## config.mk

```make
export PLATFORM = sky130hd
export DESIGN_NAME = lbc_detect
export DESIGN_NICKNAME = d
export VERILOG_FILES = /design/src/rtl/lbc_pkg.sv /design/src/rtl/lbc_err_gen.sv /design/src/rtl/lbc_ber_qual.sv /design/src/rtl/lbc_detect.sv
export SDC_FILE = /design/constraint.sdc
export NUM_CORES = 1
export LEC_CHECK = 0
export ABC_AREA = 0
export BUFFER_PORTS_ARGS = -buffer_cell sky130_fd_sc_hd__buf_2
export CORE_UTILIZATION = 44
export DETAILED_ROUTE_END_ITERATION = 7
export GPL_TIMING_DRIVEN = 0
export SYNTH_ARGS = -nofsm -noshare
export SYNTH_HDL_FRONTEND = slang
export SYNTH_SLANG_ARGS = --single-unit
export TNS_END_PERCENT = 50
```

## constraint.sdc

```tcl
create_clock -name clk -period 5.35 [get_ports clk]
set_input_delay 1.3375 -clock clk [delete_from_list [all_inputs] [get_ports clk]]
set_output_delay 1.3375 -clock clk [all_outputs]
set_load 0.05 [all_outputs]
```

## src/rtl/lbc_pkg.sv

```systemverilog
// Shared constants for the loop-back code detector.
// Assumes: detector indices are used both as generate index and mux select.
package lbc_pkg;
    localparam int DET_ACT    = 0;   // loop-up code checker
    localparam int DET_DEACT  = 1;   // loop-down code checker
    localparam int DET_PRBS   = 2;   // pseudo-random lock checker
    localparam int NUM_DET    = 3;

    localparam int ACT_PERIOD   = 5; // 00001 repeated
    localparam int DEACT_PERIOD = 3; // 001 repeated
    localparam int PRBS_TAP_A   = 14;
    localparam int PRBS_TAP_B   = 15;

    // history length each checker needs
    function automatic int hist_len(input int kind);
        if (kind == DET_PRBS) return PRBS_TAP_B;
        if (kind == DET_ACT)  return ACT_PERIOD;
        return DEACT_PERIOD;
    endfunction
endpackage

```

## src/rtl/lbc_err_gen.sv

```systemverilog
// Per-bit error generator. Keeps a history of evaluated bits and flags
// whether the current bit breaks the expected sequence.
// Code kinds: the bit must equal the bit one period earlier, and the last
// period's worth of bits must hold exactly one mark.
// PRBS kind: the bit must equal tap14 XOR tap15, and an all-ones run is
// also accepted.
// Assumes: err_o is only meaningful while eval_i is high.
module lbc_err_gen
    import lbc_pkg::*;
#(
    parameter int KIND = DET_ACT
) (
    input  logic clk,
    input  logic rst_n,
    input  logic eval_i,
    input  logic bit_i,
    output logic err_o
);
    localparam int HW = hist_len(KIND);

    logic [HW-1:0] hist;   // hist[0] is the most recent evaluated bit

    // shift evaluated bits into the history
    always_ff @(posedge clk) begin
        if (!rst_n)      hist <= '0;
        else if (eval_i) hist <= {hist[HW-2:0], bit_i};
    end

    generate
        if (KIND == DET_PRBS) begin : g_prbs
            logic pred, ones_run;
            // predicted bit and all-ones run acceptance
            always_comb begin
                pred     = hist[PRBS_TAP_A-1] ^ hist[PRBS_TAP_B-1];
                ones_run = bit_i & hist[0] & hist[PRBS_TAP_A-1] & hist[PRBS_TAP_B-1];
                err_o    = (bit_i != pred) && !ones_run;
            end
        end else begin : g_code
            logic [HW-1:0] recent;
            // periodic match plus single-mark shape test
            always_comb begin
                recent = {hist[HW-2:0], bit_i};
                err_o  = (bit_i != hist[HW-1]) || ($countones(recent) != 1);
            end
        end
    endgenerate
endmodule

```

## src/rtl/lbc_ber_qual.sv

```systemverilog
// Error-rate qualifier. Counts errors over windows of WIN_BITS evaluated
// bits. QUAL_WINS consecutive good windows set the status, and any bad
// window clears it and restarts the run.
// Assumes: err_i is valid whenever eval_i is high.
module lbc_ber_qual #(
    parameter int WIN_BITS  = 1000,
    parameter int ERR_MAX   = 10,
    parameter int QUAL_WINS = 52
) (
    input  logic clk,
    input  logic rst_n,
    input  logic eval_i,
    input  logic err_i,
    output logic status_o
);
    localparam int WCW = (WIN_BITS > 1) ? $clog2(WIN_BITS) : 1;
    localparam int ECW = $clog2(WIN_BITS + 1);
    localparam int QCW = $clog2(QUAL_WINS + 1);

    logic [WCW-1:0] win_cnt;
    logic [ECW-1:0] err_cnt;
    logic [ECW-1:0] err_sum;
    logic [QCW-1:0] good_wins;
    logic           win_last;
    logic           win_good;

    // window end and verdict for the current bit
    always_comb begin
        err_sum  = err_cnt + ECW'(err_i);
        win_last = eval_i && (win_cnt == WCW'(WIN_BITS - 1));
        win_good = (err_sum <= ECW'(ERR_MAX));
    end

    // window position and error tally
    always_ff @(posedge clk) begin
        if (!rst_n) begin
            win_cnt <= '0;
            err_cnt <= '0;
        end else if (win_last) begin
            win_cnt <= '0;
            err_cnt <= '0;
        end else if (eval_i) begin
            win_cnt <= win_cnt + 1'b1;
            err_cnt <= err_sum;
        end
    end

    // good-window run and status
    always_ff @(posedge clk) begin
        if (!rst_n) begin
            good_wins <= '0;
            status_o  <= 1'b0;
        end else if (win_last) begin
            if (!win_good) begin
                good_wins <= '0;
                status_o  <= 1'b0;
            end else if (!status_o) begin
                if (good_wins == QCW'(QUAL_WINS - 1)) begin
                    good_wins <= '0;
                    status_o  <= 1'b1;
                end else begin
                    good_wins <= good_wins + 1'b1;
                end
            end
        end
    end

    // window counter never reaches the window length
    assert_win_in_range_R5: assert property (@(posedge clk) disable iff (!rst_n)
        win_cnt < WCW'(WIN_BITS));

    // status rises only when a window completes
    assert_rise_at_window_R12: assert property (@(posedge clk) disable iff (!rst_n)
        $rose(status_o) |-> $past(win_last));

    // status falls only when a window completes
    assert_fall_at_window_R5: assert property (@(posedge clk) disable iff (!rst_n)
        ($past(rst_n) && $fell(status_o)) |-> $past(win_last));
endmodule

```

## src/rtl/lbc_detect.sv

```systemverilog
// Loop-back code detector top. Runs the loop-up, loop-down and PRBS
// checkers in parallel on every evaluated bit. The select inputs pick one
// verdict, which is registered onto lb_status, and each change of it
// raises lb_irq for one cycle.
// Assumes: frm_start marks frame bit positions in the rx_en stream.
module lbc_detect
    import lbc_pkg::*;
#(
    parameter int QUAL_BITS = 51200,
    parameter int WIN_BITS  = 1000,
    parameter int ERR_MAX   = 10
) (
    input  logic clk,
    input  logic rst_n,
    input  logic rx_bit,
    input  logic rx_en,
    input  logic frm_start,
    input  logic frm_lock,
    input  logic prbs_mode,
    input  logic code_sel,
    output logic lb_status,
    output logic lb_irq
);
    localparam int QUAL_WINS = QUAL_BITS / WIN_BITS + 1;

    logic                eval;
    logic [NUM_DET-1:0]  det_err;
    logic [NUM_DET-1:0]  det_stat;
    logic                sel_stat;

    // skip framing positions while aligned
    always_comb eval = rx_en && !(frm_start && frm_lock);

    generate
        for (genvar g = 0; g < NUM_DET; g++) begin : g_det
            localparam int QW = (g == DET_PRBS) ? 1 : QUAL_WINS;

            lbc_err_gen #(.KIND(g)) u_err (
                .clk    (clk),
                .rst_n  (rst_n),
                .eval_i (eval),
                .bit_i  (rx_bit),
                .err_o  (det_err[g])
            );

            lbc_ber_qual #(
                .WIN_BITS  (WIN_BITS),
                .ERR_MAX   (ERR_MAX),
                .QUAL_WINS (QW)
            ) u_qual (
                .clk      (clk),
                .rst_n    (rst_n),
                .eval_i   (eval),
                .err_i    (det_err[g]),
                .status_o (det_stat[g])
            );
        end
    endgenerate

    // pick the verdict requested by the mode inputs
    always_comb begin
        if (prbs_mode)     sel_stat = det_stat[DET_PRBS];
        else if (code_sel) sel_stat = det_stat[DET_DEACT];
        else               sel_stat = det_stat[DET_ACT];
    end

    // register status and flag its changes
    always_ff @(posedge clk) begin
        if (!rst_n) begin
            lb_status <= 1'b0;
            lb_irq    <= 1'b0;
        end else begin
            lb_status <= sel_stat;
            lb_irq    <= (sel_stat != lb_status);
        end
    end

    // pulse only accompanies a real change
    assert_irq_on_change_R9: assert property (@(posedge clk) disable iff (!rst_n)
        lb_irq |-> (lb_status != $past(lb_status)));

    // every change outside reset is flagged
    assert_change_flagged_R9: assert property (@(posedge clk) disable iff (!rst_n)
        ($past(rst_n) && (lb_status != $past(lb_status))) |-> lb_irq);

    // the pulse is never longer than one cycle
    assert_irq_single_R9: assert property (@(posedge clk) disable iff (!rst_n)
        lb_irq |=> !lb_irq || (lb_status != $past(lb_status)));
endmodule

```

==> out/qor.csv <==
metric,value,unit
ys_seq_area_share,40.5,%
cts_tree,built,
place.gp.congestion,0.785,
grt_use_met2,26.8,%
post-route-util,50.0,%
netlist_area,4550,µm²
portBuffers,8,
ant_nets,0,
arrival,4.77,ns
skew,0.00802,ns
drive_gt1_share,6.06,%
dp_hpwl,6460,µm
fin_ws,0.877,ns
n_antenna_cell,0,
post-cts-setup-buffers,0,
nNetsFinal,599,
clock-root-buffer,clkbuf_8,
htreeDepth,3,
grt_use_met3,2.39,%
ir_drop,0.104,mV
cts_sinks,92,
worstSetupPathType,input port to flip-flop,
power_density,253,nW/µm²
boundaryPins,10,
rows,36,
path_clk_slew,0.08,ns
syn_inst,554,
num-fill-cells,990,
drt_iter0_markers,110,
cap_violations,0,
post_synth.cell_area_avg,8.21,µm²
vias,3722,
r2r_setup_slack,1.61,ns
setup-violations-final,0,
power,1250,µW
yosys_warnings,0,
post_cts_resized,0,
grt_max_degree,15,
drc,0,
mostFrequentLayoutCells,"dfxtp_1, nand2_1, nor2_1",
slew_violations,0,
syn2layout_area_growth,8.97,%
end_kind,flip-flop,
grt_busiest_layer,met2,
hold_path.class,flip-flop to flip-flop,
cp_max_fo,8,
via_per_inst,5.23,
status,finished clean,
die-area,10700,µm²
start_util,45.9,%
antenna_found_initial,0,
worstMarginPinSlew,1.01,ns
first_pass_iters,4,
core,9910,µm²
seq_area,1840,µm²
reg2reg_depth,13,
crit_path_start_kind,input port,
fin_crit_sh,83.6,%
avgRoutedWirePerCell,12.7,µm
synth_top_flop_cell,dfxtp_1,
synth-async-reset-ratio,0,%
finalHoldViolations,0,
fin_tns_setup,0,ns
multi_input_area,2560,µm²
holdPathStages,2,
grt_usage,17.6,%
synthesis.nets,580,
fmax,0.224,GHz
ys_seq_elements,92,
totalWireLength,9000,µm
place_ws,0.499,ns
slew_headroom,32.3,%
cts_buffers,9,
cts_hold_buffers,0,
final_common_cell,dfxtp_1,
die_h,104,µm
p_leak,0.00176,µW
clock_latency,0.35,ns
die_w,104,µm
gr-usage-met1,24.9,%
clock_path_buffers,2,
grt_pass1_vias,3409,
rsz0062_at_grt,no,
crit_required,5.65,ns
fin_crit,4.47,ns
grt_pass1_wl,15600,µm
synth_cell_types,57,
overflow,0,
synth_edf_count,0,
==> metal layers <==
| metal | vias to the layer above | routed length, µm |
|---|---|---|
| met5 | - | 0 |
| met4 | 0 | 98 |
| met3 | 10 | 258 |
| met2 | 48 | 3920 |
| met1 | 1737 | 4730 |
| li1 | 1927 | - |
==> cell usage after synthesis (all sizes together), types with 4 or more instances <==
cell type | n | area share [%]
clkbuf | 17 | 1.4
nor4 | 4 | 0.55
nor2 | 80 | 6.6
xor2 | 33 | 6.4
buf | 6 | 0.72
a21o | 7 | 1.3
dfxtp | 92 | 40
nand3 | 25 | 2.8
o21a | 4 | 0.66
and3 | 7 | 0.96
nor3 | 8 | 0.88
nand2 | 89 | 7.3
o21ai | 8 | 0.88
or3 | 4 | 0.55
xnor2 | 30 | 5.8
a21oi | 40 | 4.4
nand4 | 16 | 2.2
and4 | 4 | 0.77
inv | 12 | 0.99
nand2b | 4 | 0.55
ha | 15 | 4.1
==> flip-flops by register name, indices dropped and copies added, names as in the netlist <==
| name | count |
|---|---|
| g_det.u_qual.win_cnt | 30 |
| lb_status | 1 |
| g_det.u_qual.good_wins | 12 |
| g_det.u_qual.err_cnt | 30 |
| g_det.u_err.hist | 15 |
| g_det.u_qual.status_o | 3 |
| lb_irq | 1 |
==> critical path, stage by stage <==
cell and delay (ns):
buf_2 0.09, clkbuf_1 0.31, inv_1 0.12, fa_1 0.48, nor2_1 0.11, nand3_1 0.12
ha_1 0.25, ha_1 0.20, buf_6 0.13, or3_1 0.31, a2111o_1 0.40, a22o_1 0.26
a21o_4 0.22, o311ai_1 0.27, o21a_1 0.15
==> cell families after synthesis <==
kind of cell	Yosys count	synth area share (%)
flops	92	40.5
buf+inv	35	3.11
xor+xnor	63	12.1
fa+ha+maj	18	5.45
simple gates	255	25.4
compound gates	90	13.1
mux	1	0.220
==> power breakdown <==
| part | switching, µW | total (µW) | internal, µW | leakage [µW] |
|---|---|---|---|---|
| combinational | 52.8 | 78.0 | 25.2 | 0.000908 |
| sequential | 7.28 | 700 | 692 | 0.000743 |
| clock | 236 | 474 | 239 | 0.000109 |
| total | 296 | 1250 | 956 | 0.00176 |
==> final cells by class <==
cell class              count  area share [%]
well taps                 133            3.36
multi-input cells         427            51.8
flip-flops and latches     92            37.2
repair buffers              8           0.808
clock buffers              11            3.05
clock inverters             5            1.01
plain buffers              23            1.94
inverters                  12           0.909
==> worst paths after layout <==
| kind | from | to |
|---|---|---|
| setup / recovery | rx_bit | g_det[1].u_qual.good_wins[3] |
| hold / removal | g_det[2].u_err.hist[11] | g_det[2].u_err.hist[12] |
| setup reg to reg | g_det[0].u_err.hist[1] | g_det[0].u_qual.good_wins[4] |
| hold reg to reg | g_det[2].u_err.hist[11] | g_det[2].u_err.hist[12] |
==> through the flow <==
stage | area (µm²) | hold WS (ns) | std cells
3_5_place_dp | 4750 | 0.448 | 695
3_3_place_gp | 4750 | 0.440 | 695
4_1_cts | 4960 | 0.461 | 711
6_report | 4960 | 0.457 | 711
2_1_floorplan | 4550 | 0.432 | 554
5_1_grt | 4960 | 0.481 | 711
Note: power is estimated with default switching activity, not from simulation.
